==> config.mk <==
export PLATFORM = sky130hd
export DESIGN_NAME = wr_req_ctrl
export DESIGN_NICKNAME = d
export VERILOG_FILES = /design/src/rtl/wrq_pkg.sv /design/src/rtl/wrq_start_gate.sv /design/src/rtl/wrq_seq.sv /design/src/rtl/wr_req_ctrl.sv
export SDC_FILE = /design/constraint.sdc
export NUM_CORES = 1
export LEC_CHECK = 0
export BUFFER_PORTS_ARGS = -buffer_cell sky130_fd_sc_hd__buf_2
export CORE_AREA = 4 4 41 43
export DETAILED_ROUTE_END_ITERATION = 7
export DIE_AREA = 0 0 45 47
export PLACE_DENSITY = 0.41
export REMOVE_ABC_BUFFERS = 1
export SYNTH_ARGS = -nofsm -noshare
export SYNTH_HDL_FRONTEND = slang
export SYNTH_SLANG_ARGS = --single-unit
==> constraint.sdc <==
create_clock -name clk -period 1.8 [get_ports clk]
set_input_delay 0.18 -clock clk [delete_from_list [all_inputs] [get_ports clk]]
set_output_delay 0.18 -clock clk [all_outputs]
set_load 0.02 [all_outputs]
==> src/rtl/wrq_pkg.sv <==
package wrq_pkg;
    typedef enum logic [1:0] {
        PH_IDLE    = 2'd0,
        PH_BURST   = 2'd1,
        PH_STARVED = 2'd2
    } phase_e;

    typedef struct packed {
        phase_e phase;
        logic   req;
        logic   term;
    } seq_state_t;
endpackage

==> src/rtl/wrq_start_gate.sv <==
module wrq_start_gate #(
    parameter int DEPTH = 16,
    parameter int LVL_W = $clog2(DEPTH + 1)
) (
    input  logic [LVL_W-1:0] fifo_level,
    input  logic [LVL_W-1:0] thresh,
    input  logic             pkt_mode,
    input  logic             eot,
    output logic             start_ok,
    output logic             empty
);
    localparam logic [LVL_W-1:0] FULL_LVL = LVL_W'(DEPTH);

    logic has_data;
    logic at_full;
    logic at_thresh;
    logic no_gate;

    always_comb begin
        has_data  = (fifo_level != '0);
        empty     = !has_data;
        at_full   = (fifo_level >= FULL_LVL);
        at_thresh = (fifo_level >= thresh);
        no_gate   = !pkt_mode || (thresh == '0);
        start_ok  = has_data && (no_gate || at_thresh || at_full || eot);
    end
endmodule

==> src/rtl/wrq_seq.sv <==
module wrq_seq
    import wrq_pkg::*;
(
    input  logic clk,
    input  logic rst_n,
    input  logic start_ok,
    input  logic empty,
    input  logic eot,
    output logic req,
    output logic term
);
    seq_state_t st_d, st_q;

    always_comb begin
        st_d      = st_q;
        st_d.term = 1'b0;
        unique case (st_q.phase)
            PH_IDLE: begin
                if (start_ok) begin
                    st_d.phase = PH_BURST;
                    st_d.req   = 1'b1;
                end
            end
            PH_BURST: begin
                if (empty) begin
                    st_d.req   = 1'b0;
                    st_d.term  = !eot;
                    st_d.phase = eot ? PH_IDLE : PH_STARVED;
                end
            end
            PH_STARVED: begin
                if (eot) begin
                    st_d.phase = empty ? PH_IDLE : PH_BURST;
                    st_d.req   = !empty;
                end
            end
            default: begin
                st_d.phase = PH_IDLE;
                st_d.req   = 1'b0;
            end
        endcase
    end

    always_ff @(posedge clk) begin
        if (!rst_n) begin
            st_q.phase <= PH_IDLE;
            st_q.req   <= 1'b0;
            st_q.term  <= 1'b0;
        end else begin
            st_q <= st_d;
        end
    end

    assign req  = st_q.req;
    assign term = st_q.term;


    idle_start_chk: assert property (@(posedge clk) disable iff (!rst_n)
        (st_q.phase == PH_IDLE && start_ok) |=> req);


    starve_term_chk: assert property (@(posedge clk) disable iff (!rst_n)
        (req && empty && !eot) |=> (term && !req));


    clean_end_chk: assert property (@(posedge clk) disable iff (!rst_n)
        (req && empty && eot) |=> (!term && !req));


    starved_hold_chk: assert property (@(posedge clk) disable iff (!rst_n)
        (st_q.phase == PH_STARVED && !eot) |=> !req);


    term_single_chk: assert property (@(posedge clk) disable iff (!rst_n)
        term |=> !term);


    term_after_req_chk: assert property (@(posedge clk) disable iff (!rst_n)
        $rose(term) |-> $past(req));
endmodule

==> src/rtl/wr_req_ctrl.sv <==
module wr_req_ctrl #(
    parameter int DEPTH = 16,
    parameter int LVL_W = $clog2(DEPTH + 1)
) (
    input  logic             clk,
    input  logic             rst_n,
    input  logic [LVL_W-1:0] fifo_level,
    input  logic             pkt_mode,
    input  logic [LVL_W-1:0] thresh,
    input  logic             eot,
    output logic             bus_req,
    output logic             term_now
);
    logic start_ok;
    logic empty;

    wrq_start_gate #(.DEPTH(DEPTH), .LVL_W(LVL_W)) gate_i (
        .fifo_level (fifo_level),
        .thresh     (thresh),
        .pkt_mode   (pkt_mode),
        .eot        (eot),
        .start_ok   (start_ok),
        .empty      (empty)
    );

    wrq_seq seq_i (
        .clk      (clk),
        .rst_n    (rst_n),
        .start_ok (start_ok),
        .empty    (empty),
        .eot      (eot),
        .req      (bus_req),
        .term     (term_now)
    );


    reset_quiet_chk: assert property (@(posedge clk)
        !rst_n |=> (!bus_req && !term_now));


    below_thresh_chk: assert property (@(posedge clk) disable iff (!rst_n)
        (!bus_req && !term_now && pkt_mode && thresh != '0 && !eot
         && fifo_level < thresh && fifo_level < LVL_W'(DEPTH)
         && $past(!bus_req) && !$past(term_now) && $past(rst_n))
        |=> !bus_req);
endmodule

==> flow_summary.json <==
{
  "hp-class": "input pin to flop",
  "antenna_found_initial": 0,
  "postCtsHoldBufs": 0,
  "grt_pass1_vias": 282,
  "post-route-period-util": 0.666,
  "antenna_cells": 0,
  "tns_ns": 0,
  "clk_pin_slew_ns": 0.04,
  "cts_resized": 0,
  "vdd_ir_drop_max_uv": 258,
  "antenna_left": 0,
  "cap_violations": 0,
  "start_kind": "input pin",
  "max_freq_mhz": 834,
  "rsz0062_at_grt": "false",
  "wl_per_cell_um": 9.89,
  "worstSkewPairLatency_ns": 0.23,
  "syn-instance-count": 32,
  "p_leak_nw": 0.214,
  "grt_max_degree": 5,
  "place_congestion": 0.640,
  "critPathTopFamily": "compound AO/OA/AOI/OAI gates",
  "drive_gt1_frac": 0.392,
  "setup_viol_count_final": 0,
  "routed_wirelength_um": 653,
  "path_cells": "buf_2 > inv_1 > ha_1 > nand2b_1 > a2111oi_0 > or3_1 > a21oi_1",
  "netlist_area_um2": 267,
  "cp.buffers_inverters": 2,
  "cts.sinks": 3,
  "cts_made_buffers": 3,
  "clockRootBuffer": "clkbuf_4",
  "track_usage": 0.0828,
  "finalClockSkew_ns": 0.00135,
  "postSynthAreaPerCell_um2": 8.33,
  "r2r_slack_ns": 0.83,
  "crit_required_ns": 1.92,
  "dp_hpwl_um": 572,
  "cts_max_path_buffers": 2,
  "die_w_um": 45,
  "layout_common_cells": "buf_2, inv_1, ha_1, clkbuf_4, dfxtp_1",
  "hold_viol": 0,
  "cp_slowest_cell": "a2111oi_0",
  "vias": 285,
  "fin_crit_ns": 1.20,
  "drc": 0,
  "grt_pass1_wl_mm": 1.16,
  "port_buffers": 15,
  "firstDrtPassIters": 3,
  "postLayoutCoreUtil": 0.297,
  "r2r_start": "seq_i.st_q[2]",
  "ios": 16,
  "yosysWarnings": 0,
  "worst-path-max-fanout": 2,
  "tightest_slew_ns": 0.321,
  "htreeDepth": 1,
  "min_from": "rst_n",
  "synthToLayoutAreaGrowth_pct": 45.1,
  "relSlewSlack": 0.780,
  "yosysSeqAreaShare": 0.225,
  "crit_start": "fifo_level[0]",
  "layout_commonest_cell": "buf_2",
  "finalMaxSlewViolations": 0,
  "status": "finished clean",
  "post_cts_buffers": 0,
  "core_area_mm2": 0.00130,
  "die_h_um": 47,
  "cts_tree": "done",
  "p_per_area_mw_per_mm2": 608,
  "initial_core_util": 0.205,
  "cpPeakStageDelay_ns": 0.37,
  "grt_overflow_total": 0,
  "rows": 13,
  "ys_types": 18,
  "viasPerCell": 4.32,
  "die-area_mm2": 0.00212,
  "drtIter0Drc": 5,
  "synth_seq_cells": 3,
  "worstSetupEndpointType": "flop",
  "num-nets-final": 71,
  "path_class": "input pin to flop",
  "crit_arrival_ns": 1.31
}
## power breakdown
group / leakage (nW) / switching (W) / internal [W]
Combinational: 0.175 / 0.0000239 / 0.0000241
Clock: 0.0150 / 0.0000340 / 0.0000830
Sequential: 0.0245 / 0.00000161 / 0.0000687
Total: 0.214 / 0.0000595 / 0.000176
## final timing paths
path	end	cells past startpoint
worst max-delay path	seq_i.st_q[2]	7
worst min-delay path	seq_i.st_q[2]	3
worst max register to register	seq_i.st_q[3]	4
worst min register to register	seq_i.st_q[3]	1
## tightest hold or removal path: stages
cell	delay (ns)
buf_2	0.12
o211ai_1	0.08
a21oi_1	0.04
## registers in the layout, summed over array words and instances (netlist names)
register / cells
seq_i.st_q: 2
seq_i.term: 1
## metrics by stage
step,area (µm²),std cells,total power [W],hold slack (ns),setup slack (ns)
after floorplan,267,32,0.0000949,0.329,0.561
after global placement,360,62,0.000120,0.475,0.368
after detailed placement,360,62,0.000120,0.472,0.357
after CTS,387,66,0.000245,0.227,0.605
after global routing,387,66,0.000259,0.252,0.430
final,387,66,0.000235,0.238,0.601
## cell families after synthesis
group	share of synthesized area
AO/OA/AOI/OAI	0.174
buffers and inverters	0.0986
AND/OR/NAND/NOR	0.268
flip-flops	0.225
adder cells (fa/ha/maj)	0.235
## synthesized netlist by cell type
library cell	count	area, µm²
nor4b_1	1	8.76
or4_4	1	11.3
nor3_2	1	10.0
nor4_1	1	6.26
inv_1	7	26.3
a2111oi_0	1	8.76
or3_1	1	6.26
a21oi_1	2	10.0
dfxtp_1	3	60.1
a41o_1	1	10.0
nand2b_1	1	6.26
o211ai_1	1	7.51
nor2_1	1	3.75
nor3_1	1	5.00
nand2_1	1	3.75
o21ai_0	2	10.0
and4b_1	1	10.0
ha_1	5	62.6
## layout make-up
cell class                      instances  area [µm²]
Fill cell                             153         915
Multi-Input combinational cell         22         180
Timing Repair Buffer                   15        75.1
Sequential cell                         3        60.1
Clock buffer                            4        26.3
Inverter                                7        26.3
Tap cell                               15        18.8
## metal layers
metal  global-route usage  vias to the layer above  wire [µm]
li1                     -                      158          -
met1               0.0928                      114        311
met2                0.121                       13        276
met3               0.0690                        0         65
met4               0.0175                        0          0
met5                    0                        -          0
(Power assumes the default switching activity.)
